==> config.mk <==
export PLATFORM = sky130hd
export DESIGN_NAME = dma_burst_splitter
export DESIGN_NICKNAME = d
export VERILOG_FILES = /design/src/rtl/dbs_pkg.sv /design/src/rtl/dbs_cfg_reg.sv /design/src/rtl/dbs_len_calc.sv /design/src/rtl/dbs_seq.sv /design/src/rtl/dma_burst_splitter.sv
export SDC_FILE = /design/constraint.sdc
export NUM_CORES = 1
export LEC_CHECK = 0
export BUFFER_PORTS_ARGS = -buffer_cell sky130_fd_sc_hd__buf_2
export CORE_UTILIZATION = 25
export CTS_CLUSTER_DIAMETER = 30
export CTS_CLUSTER_SIZE = 40
export DETAILED_ROUTE_END_ITERATION = 7
export PLACE_DENSITY = 0.56
export SYNTH_ARGS = -nofsm -noshare
export SYNTH_HDL_FRONTEND = slang
export SYNTH_SLANG_ARGS = --single-unit
==> constraint.sdc <==
create_clock -name clk -period 9.85 [get_ports clk]
set_input_delay 2.955 -clock clk [delete_from_list [all_inputs] [get_ports clk]]
set_output_delay 2.955 -clock clk [all_outputs]
set_load 0.02 [all_outputs]
==> src/rtl/dbs_pkg.sv <==
package dbs_pkg;
   // Log2 of bytes per bus word (32-bit words)
   localparam int unsigned WORD_LG      = 2;
   // Position of the busy flag in the status word
   localparam int unsigned STAT_BUSY_AT = 19;
   // Register width seen by software
   localparam int unsigned REG_W        = 32;
endpackage

==> src/rtl/dbs_cfg_reg.sv <==
module dbs_cfg_reg
   import dbs_pkg::*;
#(
   parameter int unsigned MAXW_W   = 10,
   parameter int unsigned MAXW_LSB = 2,
   parameter int unsigned MAXW_RST = 8,
   parameter int unsigned BYTES_W  = MAXW_W + WORD_LG
) (
   input  logic               clk,
   input  logic               rst_n,
   input  logic               we,
   input  logic [REG_W-1:0]   wdata,
   output logic [REG_W-1:0]   rdata,
   output logic [MAXW_W-1:0]  max_words
);
   localparam int unsigned MSB = MAXW_LSB + MAXW_W - 1;

   if (MSB >= REG_W) begin : g_bad_field
      $error("dbs_cfg_reg: ceiling field does not fit in register");
   end
   if (MAXW_RST >= (1 << MAXW_W)) begin : g_bad_rst
      $error("dbs_cfg_reg: reset ceiling does not fit in field");
   end

   logic [MAXW_W-1:0] field_q;

   always_ff @(posedge clk or negedge rst_n) begin
      if (!rst_n)  field_q <= MAXW_W'(MAXW_RST);
      else if (we) field_q <= wdata[MSB:MAXW_LSB];
   end

   always_comb begin
      rdata = '0;
      rdata[MSB:MAXW_LSB] = field_q;
   end

   assign max_words = field_q;

   p_rsvd_zero_r2: assert property (@(posedge clk) disable iff (!rst_n)
      (rdata & ~({REG_W{1'b0}} | ((REG_W'(1) << (MSB + 1)) - (REG_W'(1) << MAXW_LSB)))) == '0);
   p_write_takes_r2: assert property (@(posedge clk) disable iff (!rst_n)
      we |=> rdata[MSB:MAXW_LSB] == $past(wdata[MSB:MAXW_LSB]));
endmodule

==> src/rtl/dbs_len_calc.sv <==
module dbs_len_calc
   import dbs_pkg::*;
#(
   parameter int unsigned MAXW_W      = 10,
   parameter int unsigned LEN_W       = 12,
   parameter bit          ZERO_AS_ONE = 1'b1,
   parameter int unsigned BYTES_W     = MAXW_W + WORD_LG
) (
   input  logic [MAXW_W-1:0]  max_words,
   output logic [BYTES_W-1:0] max_bytes
);
   logic [MAXW_W-1:0] words_eff;

   if (ZERO_AS_ONE) begin : g_clamp
      assign words_eff = (max_words == '0) ? MAXW_W'(1) : max_words;
   end else begin : g_raw
      assign words_eff = max_words;
   end

   assign max_bytes = {words_eff, {WORD_LG{1'b0}}};

   always_comb begin
      if (ZERO_AS_ONE) a_nonzero_r5: assert (max_bytes != '0);
   end
endmodule

==> src/rtl/dbs_seq.sv <==
module dbs_seq
   import dbs_pkg::*;
#(
   parameter int unsigned ADDR_W  = 32,
   parameter int unsigned LEN_W   = 12,
   parameter int unsigned BYTES_W = 12
) (
   input  logic               clk,
   input  logic               rst_n,
   input  logic               req_valid,
   input  logic [ADDR_W-1:0]  req_addr,
   input  logic [LEN_W-1:0]   req_len,
   output logic               req_ack,
   output logic               req_err,
   input  logic [BYTES_W-1:0] max_bytes,
   output logic               burst_valid,
   input  logic               burst_ready,
   output logic [ADDR_W-1:0]  burst_addr,
   output logic [LEN_W-1:0]   burst_len,
   output logic               busy,
   output logic [LEN_W-1:0]   total_len,
   output logic               done
);
   // Common width that holds both a byte count and a ceiling
   localparam int unsigned CMP_W = (LEN_W > BYTES_W) ? LEN_W : BYTES_W;

   logic              busy_q, done_q;
   logic [ADDR_W-1:0] addr_q;
   logic [LEN_W-1:0]  remain_q, total_q;
   logic [CMP_W-1:0]  ceil_q;
   logic [CMP_W-1:0]  remain_x;
   logic [LEN_W-1:0]  step;
   logic              fire, last;

   assign remain_x = CMP_W'(remain_q);
   assign step     = (remain_x < ceil_q) ? remain_q : LEN_W'(ceil_q);
   assign fire     = busy_q && burst_ready;
   assign last     = (remain_q == step);

   assign req_ack  = req_valid && !busy_q && (req_len != '0);
   assign req_err  = req_valid && !busy_q && (req_len == '0);

   always_ff @(posedge clk or negedge rst_n) begin
      if (!rst_n) begin
         busy_q   <= 1'b0;
         done_q   <= 1'b0;
         addr_q   <= '0;
         remain_q <= '0;
         total_q  <= '0;
         ceil_q   <= '0;
      end else begin
         done_q <= 1'b0;
         if (req_ack) begin
            busy_q   <= 1'b1;
            addr_q   <= req_addr;
            remain_q <= req_len;
            total_q  <= req_len;
            ceil_q   <= CMP_W'(max_bytes);
         end else if (fire) begin
            addr_q   <= addr_q + ADDR_W'(step);
            remain_q <= remain_q - step;
            if (last) begin
               busy_q <= 1'b0;
               done_q <= 1'b1;
            end
         end
      end
   end

   assign burst_valid = busy_q;
   assign burst_addr  = addr_q;
   assign burst_len   = step;
   assign busy        = busy_q;
   assign total_len   = total_q;
   assign done        = done_q;

   p_no_ack_busy_r3: assert property (@(posedge clk) disable iff (!rst_n)
      busy_q |-> !req_ack && !req_err);
   p_zero_refused_r4: assert property (@(posedge clk) disable iff (!rst_n)
      (req_valid && req_len == '0) |-> !req_ack);
   p_len_bound_r5: assert property (@(posedge clk) disable iff (!rst_n)
      burst_valid |-> (burst_len != '0) && (CMP_W'(burst_len) <= ceil_q)
                      && (burst_len <= remain_q));
   p_addr_step_r6: assert property (@(posedge clk) disable iff (!rst_n)
      (fire && !last) |=> burst_addr == $past(burst_addr) + ADDR_W'($past(burst_len)));
   p_busy_starts_r7: assert property (@(posedge clk) disable iff (!rst_n)
      req_ack |=> busy && total_len == $past(req_len));
   p_done_pulse_r8: assert property (@(posedge clk) disable iff (!rst_n)
      done |-> !busy && !burst_valid && !$past(done));
   p_hold_r9: assert property (@(posedge clk) disable iff (!rst_n)
      (burst_valid && !burst_ready) |=> burst_valid && $stable(burst_addr)
                                        && $stable(burst_len));
endmodule

==> src/rtl/dma_burst_splitter.sv <==
module dma_burst_splitter
   import dbs_pkg::*;
#(
   parameter int unsigned ADDR_W   = 32,
   parameter int unsigned LEN_W    = 12,
   parameter int unsigned MAXW_W   = 10,
   parameter int unsigned MAXW_LSB = 2,
   parameter int unsigned MAXW_RST = 8
) (
   input  logic              clk,
   input  logic              rst_n,
   input  logic              cfg_we,
   input  logic [31:0]       cfg_wdata,
   output logic [31:0]       cfg_rdata,
   output logic [31:0]       status_rdata,
   input  logic              req_valid,
   input  logic [ADDR_W-1:0] req_addr,
   input  logic [LEN_W-1:0]  req_len,
   output logic              req_ack,
   output logic              req_err,
   output logic              burst_valid,
   input  logic              burst_ready,
   output logic [ADDR_W-1:0] burst_addr,
   output logic [LEN_W-1:0]  burst_len,
   output logic              done
);
   localparam int unsigned BYTES_W = MAXW_W + WORD_LG;

   if (LEN_W >= STAT_BUSY_AT) begin : g_bad_len
      $error("dma_burst_splitter: length field overlaps busy flag");
   end

   logic [MAXW_W-1:0]  max_words;
   logic [BYTES_W-1:0] max_bytes;
   logic               busy;
   logic [LEN_W-1:0]   total_len;

   dbs_cfg_reg #(
      .MAXW_W(MAXW_W), .MAXW_LSB(MAXW_LSB), .MAXW_RST(MAXW_RST), .BYTES_W(BYTES_W)
   ) u_cfg (
      .clk(clk), .rst_n(rst_n), .we(cfg_we), .wdata(cfg_wdata),
      .rdata(cfg_rdata), .max_words(max_words)
   );

   dbs_len_calc #(
      .MAXW_W(MAXW_W), .LEN_W(LEN_W), .ZERO_AS_ONE(1'b1), .BYTES_W(BYTES_W)
   ) u_calc (
      .max_words(max_words), .max_bytes(max_bytes)
   );

   dbs_seq #(
      .ADDR_W(ADDR_W), .LEN_W(LEN_W), .BYTES_W(BYTES_W)
   ) u_seq (
      .clk(clk), .rst_n(rst_n),
      .req_valid(req_valid), .req_addr(req_addr), .req_len(req_len),
      .req_ack(req_ack), .req_err(req_err), .max_bytes(max_bytes),
      .burst_valid(burst_valid), .burst_ready(burst_ready),
      .burst_addr(burst_addr), .burst_len(burst_len),
      .busy(busy), .total_len(total_len), .done(done)
   );

   always_comb begin
      status_rdata = '0;
      status_rdata[LEN_W-1:0]    = total_len;
      status_rdata[STAT_BUSY_AT] = busy;
   end

   p_status_rsvd_r7: assert property (@(posedge clk) disable iff (!rst_n)
      status_rdata[31:STAT_BUSY_AT+1] == '0 && status_rdata[STAT_BUSY_AT-1:LEN_W] == '0);
   p_busy_matches_valid_r7: assert property (@(posedge clk) disable iff (!rst_n)
      status_rdata[STAT_BUSY_AT] == burst_valid);
endmodule

==> metrics, run 1 <==
CTS Buf Count 9; fmax 134 MHz; relative slew slack 29.3%; worst-case clock buffer depth 2; Die ar. 21600 µm²; Setup Skew 0.0124 ns; FILL cells 2219; number of global-route vias before repair 4465; I/O Buffers 129; top cell type's share of synthesized area 36.7%; core area 20400 µm²; 1st-iter DRT viols 194; initial antenna violation count 0; root buffer cell clkbuf_16; FF-to-FF Start u_seq.remain_q[3]; peak supply drop 0.172 mV; minimum clock period 7.49 ns; Post-CTS Setup Inserts 0; synthesis-to-layout area growth 20.3%; global-route wire length before repair 24600 µm; gpl congestion 0.841; Vias/cell 4.69; Synth warnings 0; # IOs 193; DR pass1 iterations 5; Yosys top cell by area dfrtp_1; Worst Hold Class reg -> reg; Worst Path Arrival 4.53 ns; Syn Inst Count 608; CTS tree done; DR vias 4714; CTS Hold Buffers Added 0; Die H 147 µm; WL final 15600 µm; largest net degree at the start of global routing 79; fin nets 842; Starting Density 25.7%; Yosys reg bits 78; Startpoint Class primary input; GRT Resource Usage Total 14.8%; CP startpoint req_len[6]; library cells used by synthesis 66; die span in x 147 µm; total congestion overflow 0; DRC 0; Total Power 2940 µW; clock sinks 78; dpl hpwl 11500 µm; CP Data Required Time 6.90 ns; Pwr Density 465 nW/µm²; hold path startpoint u_seq.total_len[6]; Crit Path Max Fanout 74; cts repair resizes 0; Top FF cell, synth dfrtp_1; Core Rows 52; number of max-cap violations 0; Reg area 1950 µm²; CTS clock-pin slew for the worst setup and hold paths 0.06 ns; sequential area share after synthesis 37.2%; final clock period utilization by the worst path 76.0%; status complete, no violations; worst skew pair latency 0.35 ns; TNS Setup 0 ns; Slew Viols, Final 0; WL per Instance 15.5 µm; Setup crit end kind output port; leakage power 0.00303 µW; Syn Area/Cell 8.64 µm²; Synth area leaders dfrtp_1, ha_1, nand2_1; RSZ-0062 raised after global routing false; # setup viols final 0; post-route ant nets 0; EDFF count, synth 0; Final Hold Vio Count 0; H-tree Lvls 3; Setup CP Type in -> out; multi-input logic area 2920 µm²; worst slew pin tran 1.06 ns; share of cells above drive strength 1 23.8%; Mapped Area 5250 µm²; async set-reset flop share out of synthesis 100%
-- through the flow --
step / hold WS (ns) / setup slack, ns / cells / utilization [%] / area [µm²]
final: 0.473 / 2.36 / 1005 / 30.9 / 6320
after global routing: 0.494 / 2.22 / 1004 / 30.9 / 6320
after CTS: 0.476 / 2.34 / 1004 / 30.9 / 6320
after detailed placement: 0.462 / 2.34 / 988 / 29.4 / 6010
after global placement: 0.455 / 2.34 / 988 / 29.4 / 6010
after floorplan: 0.469 / 2.93 / 648 / - / 5400
-- synthesized netlist by cell type (all sizes together), types with 6 or more instances --
| master | count |
|---|---|
| nand2 | 96 |
| dfrtp | 77 |
| o21ai | 56 |
| buf | 54 |
| ha | 31 |
| nor2 | 31 |
| a21oi | 30 |
| inv | 30 |
| nand3 | 24 |
| a22oi | 15 |
| clkbuf | 11 |
| mux2 | 11 |
| nand4 | 9 |
| o211ai | 9 |
| xnor2 | 9 |
| nor4 | 8 |
| xor2 | 8 |
| and3 | 7 |
| nor3 | 7 |
| and2 | 6 |
-- cells in the final DEF (no fill, tap or decap), types with 6 or more instances in the layout --
cell,Yosys,routed
o21ai_1,6,6
a22oi_1,15,15
dfrtp_1,77,77
nand2_1,96,96
nand4_1,9,9
xnor2_1,9,9
nor4_1,8,8
nand3_1,23,23
mux2_2,11,11
buf_4,43,7
o21ai_0,49,49
a21oi_1,28,28
nor2_1,31,31
and3_1,7,7
ha_1,31,31
buf_2,7,128
nor3_1,7,7
conb_1,2,42
o211ai_1,8,8
clkbuf_16,0,9
xor2_1,8,8
inv_1,29,29
-- worst max-delay path, cell delays in order --
cell	delay [ns]
buf_2	0.12
nor4_1	0.45
nand3_1	0.20
nand3b_1	0.16
inv_2	0.03
buf_4	0.33
buf_2	0.27
-- worst paths after layout --
| path | to | slack (ns) | depth (start not counted) |
|---|---|---|---|
| setup / recovery | req_ack | 2.36 | 7 |
| hold / removal | u_seq.total_len[6] | 0.47 | 2 |
| setup reg to reg | u_seq.burst_addr[28] | 5.45 | 15 |
| hold reg to reg | u_seq.total_len[6] | 0.47 | 2 |
| max in group asynchronous | u_seq.remain_q[9] | 6.38 | 1 |
| min in group asynchronous | u_seq.burst_addr[18] | 2.80 | 1 |
-- state kept, by name (all words and copies together), names as in the netlist --
signal / flops
u_seq.burst_addr: 32
u_cfg.max_words: 10
u_seq.burst_valid: 1
u_seq.ceil_q: 10
u_seq.done: 1
u_seq.total_len: 12
u_seq.remain_q: 12
-- per-layer routing --
metal | GRT usage [%] | up-vias | wire (µm)
met5 | 0 | - | 0
met4 | 2.84 | 0 | 61
met3 | 3.73 | 4 | 871
met2 | 24.8 | 144 | 7620
met1 | 19.2 | 2227 | 7030
li1 | - | 2339 | -
-- cells by family after synthesis --
logic type	after synthesis	synth area share [%]
buffers and inverters	95	10.2
other	2	0.143
AND/OR/NAND/NOR	209	18.5
flip-flops	78	37.2
multiplexers	14	2.93
AO/OA/AOI/OAI	161	20.5
adder cells (fa/ha/maj)	32	7.76
XOR/XNOR	17	2.83
-- final cells by class --
cell class | count | area share [%]
multi-input cells | 475 | 46.1
flip-flops and latches | 78 | 30.9
repair buffers | 135 | 11.0
well taps | 270 | 5.34
clock buffers | 10 | 3.78
inverters | 30 | 1.78
clock inverters | 6 | 1.07
diodes | 1 | 0.0396
-- power by group --
group / leakage, µW / total, µW / switching (µW) / internal [µW]
combinational: 0.00192 / 2000 / 1220 / 781
clock: 0.000146 / 348 / 144 / 204
sequential: 0.000959 / 595 / 131 / 463
No activity file was read; power rests on OpenSTA's default activity.
==> run 2, diff against run 1 <==
--- a/config.mk
+++ b/config.mk
@@ -5,12 +5,13 @@
 export SDC_FILE = /design/constraint.sdc
 export NUM_CORES = 1
 export LEC_CHECK = 0
+export ABC_AREA = 1
 export BUFFER_PORTS_ARGS = -buffer_cell sky130_fd_sc_hd__buf_2
 export CORE_UTILIZATION = 25
 export CTS_CLUSTER_DIAMETER = 30
 export CTS_CLUSTER_SIZE = 40
 export DETAILED_ROUTE_END_ITERATION = 7
-export PLACE_DENSITY = 0.56
+export PLACE_DENSITY = 0.57
 export SYNTH_ARGS = -nofsm -noshare
 export SYNTH_HDL_FRONTEND = slang
 export SYNTH_SLANG_ARGS = --single-unit
==> constraint.sdc (replaced) <==
create_clock -name clk -period 6.15 [get_ports clk]
set_input_delay 1.845 -clock clk [delete_from_list [all_inputs] [get_ports clk]]
set_output_delay 1.845 -clock clk [all_outputs]
set_load 0.02 [all_outputs]
==> run 2 against run 1 <==
Compared with the run above:
- the run now ends with design-rule violations left
- critical path type unchanged
- clock-buffer cell count down 1
- design area is 5.6% higher
- largest cell class unchanged
- wire length grew 11%
- worst setup slack worse by 1.3 ns
==> metrics, run 2 <==
Top FF cell, synth dfrtp_1; cts repair resizes 0 (unchanged); Syn Inst Count 793 (+30%); Die ar. 23100 µm² (+7.0%); async set-reset flop share out of synthesis 100% (unchanged); dpl hpwl 13200 µm (+15%); failing checks design-rule violations; Buffers & Inverters on Critical Path 3 (-1); flop2flop setup slack 2.16 ns (-3.29 ns); Cell Area, Placed 6380 µm² (+6.1%); top cell type's share of synthesized area 34.2% (-2.4 points); worst skew pair latency 0.36 ns (about the same); Mapped Area 5630 µm² (+7.1%); Worst path most repeated cell buf_2; Yosys reg bits 78 (unchanged); Worst Path Arrival 3.25 ns (-1.28 ns); 1st-iter DRT viols 327 (+69%); WL final 17400 µm (+11%); library cells used by synthesis 42 (-36%); total congestion overflow 0 (unchanged); number of max-cap violations 0 (unchanged); die span in x 152 µm (+3.5%); Switching Fraction 53.5% (+2.8 points); TNS Setup 0 ns (unchanged); CP max-delay cell nor4_1; commonest non-fill, non-tap cell in the layout nand2_1; largest stage delay on the critical path 0.65 ns (+0.20 ns); peak supply drop 0.201 mV (+17%); fmax 196 MHz; clock sinks 78 (unchanged); Final Hold Vio Count 0 (unchanged); Slew Viols, Final 0 (unchanged); gpl congestion 0.892 (+6.1%); final clock period utilization by the worst path 82.8%; Setup Skew 0.00897 ns (-0.00348 ns); Crit Path Max Fanout 2 (-97%); Synth area leaders dfrtp_1, nand2_1, inv_1; largest net degree at the start of global routing 50 (-37%); core area 22000 µm² (+7.5%); Finished Layout Cells 1200 (+19%); root buffer cell clkbuf_16; diode count 0 (-1); Clk pwr share 13.7% (+1.9 points); sequential area share after synthesis 34.7% (-2.5 points); most frequent cells in the layout nand2_1, buf_2, inv_1; Core Rows 54 (+3.8%); CTS clock-pin slew for the worst setup and hold paths 0.07 ns (about the same); CTS Hold Buffers Added 0 (unchanged); Finished Cell Area 6680 µm² (+5.6%); # placed instances 1184 (+20%); Internal 1870 µW (+29%); DR vias 5312 (+13%); Min Hold Slack 0.473 ns (+0.000417 ns); Die H 152 µm (+3.5%); Top delay family on crit path simple AND/OR/NAND/NOR gates; Syn Area/Cell 7.10 µm² (-18%); worst slew pin tran 0.935 ns (-0.127 ns); DRC 26 (+26); minimum clock period 5.09 ns; Setup crit end kind output port; top-count cell post-synth nand2_1; top cell types by occurrence after synthesis nand2_1, inv_1, dfrtp_1; # IOs 193 (unchanged); Startpoint Class primary input; worst path cell trace buf_2 > nor4_1 > nand3_1 > nand3_2 > inv_2 > buf_2; # setup viols final 0 (unchanged); status finished with violations; Post-CTS Setup Inserts 0 (unchanged); Starting Density 25.6% (-0.081 points); CP Data Required Time 4.30 ns (-2.60 ns); share of cells above drive strength 1 18.9% (-4.9 points); I/O Buffers 129 (unchanged); Comb power frac 63.4% (-4.5 points); fin nets 1028 (+22%); max reg flops 32 (unchanged); CTS Buf Count 9 (unchanged); Yosys top cell by area dfrtp_1; RSZ-0062 raised after global routing false; DR pass1 iterations 7 (+2); Net Sw Power 2150 µW (+44%); Vias/cell 4.43 (-5.6%); Setup CP Type in -> out; number of global-route vias before repair 5110 (+14%); post-route ant nets 0 (unchanged); Worst Hold Class reg -> reg; Seq pwr share 22.9% (+2.7 points); GRT Resource Usage Total 15.5% (+0.73 points); Pwr Density 600 nW/µm² (+29%); CTS tree done; global-route wire length before repair 28000 µm (+14%); initial antenna violation count 0 (unchanged); EDFF count, synth 0 (unchanged); WL per Instance 14.5 µm (-6.7%); worst-case clock buffer depth 2 (unchanged); Total Power 4010 µW (+36%); synthesis-to-layout area growth 18.6%; relative slew slack 37.6% (+8.4 points); H-tree Lvls 3 (unchanged); leakage power 0.00347 µW (+14%); Synth warnings 0 (unchanged)
run 2: cell count changes in the layout (fill, tap and decap cells not counted), sizes merged, moves of 6 or more:
| cell | delta |
|---|---|
| inv | +79 |
| o21ai | +14 |
| a22oi | -15 |
| and3 | -7 |
| and2 | -6 |
| mux2 | -11 |
| nand3 | +21 |
| nand2 | +152 |
| nor2 | +7 |
| nor3 | +10 |
run 2: metrics by stage:
step,utilization (%),setup slack (ns)
after detailed placement,29.1,1.03
after global routing,30.4,0.995
after CTS,30.4,1.02
final,30.4,1.06
after global placement,29.1,1.02
after floorplan,-,1.61
run 2: logic make-up after synthesis:
kind of cell / share of synthesized area [%]
other: 0.133
adders and majority gates: 7.25
buffers and inverters: 14.6
AOI/OAI and AO/OA: 13.6
and+or+nand+nor: 27.5
xor gates and xnor gates: 2.18
DFF: 34.7
run 2: per-layer routing:
metal  GRT usage, %  wire length, µm  part of all wire, %
met5              0                0                    0
met4           6.22              448                  2.6
met3           3.51             1060                  6.1
met2           23.5             7470                   43
met1           21.3             8380                   48
run 2: final cells by class:
cell class | instances | area, µm²
fill | 2378 | 15300
multi-input combinational | 587 | 3000
sequential | 78 | 1950
timing repair buffer | 133 | 678
inverter | 106 | 398
tap | 280 | 350
clock buffer | 9 | 225
clock inverter | 7 | 72.6
run 2: tightest hold or removal path, delay by kind of cell, from the launching register on:
kind	cells	cell delay [ns]
DFF	1	0.34
and+or+nand+nor	2	0.10
run 2: power by group through the flow:
stage | Combinational (µW) | Sequential [µW] | Clock, µW
3_5_place_dp | 2530 | 924 | 0
2_1_floorplan | 1730 | 1040 | 0
4_1_cts | 2550 | 918 | 568
5_1_grt | 2900 | 952 | 585
6_report | 2540 | 919 | 550
3_3_place_gp | 2510 | 923 | 0
run 2: final timing paths:
| check | start | to | cells after the start |
|---|---|---|---|
| worst max-delay path | req_len[9] | req_ack | 6 |
| worst min-delay path | u_seq.total_len[1] | u_seq.total_len[1] | 2 |
| worst max register to register | u_seq.ceil_q[11] | u_seq.burst_addr[25] | 16 |
| worst min register to register | u_seq.total_len[1] | u_seq.total_len[1] | 2 |
| max in group asynchronous | rst_n | u_seq.ceil_q[2] | 2 |
| min in group asynchronous | rst_n | u_seq.burst_addr[27] | 1 |
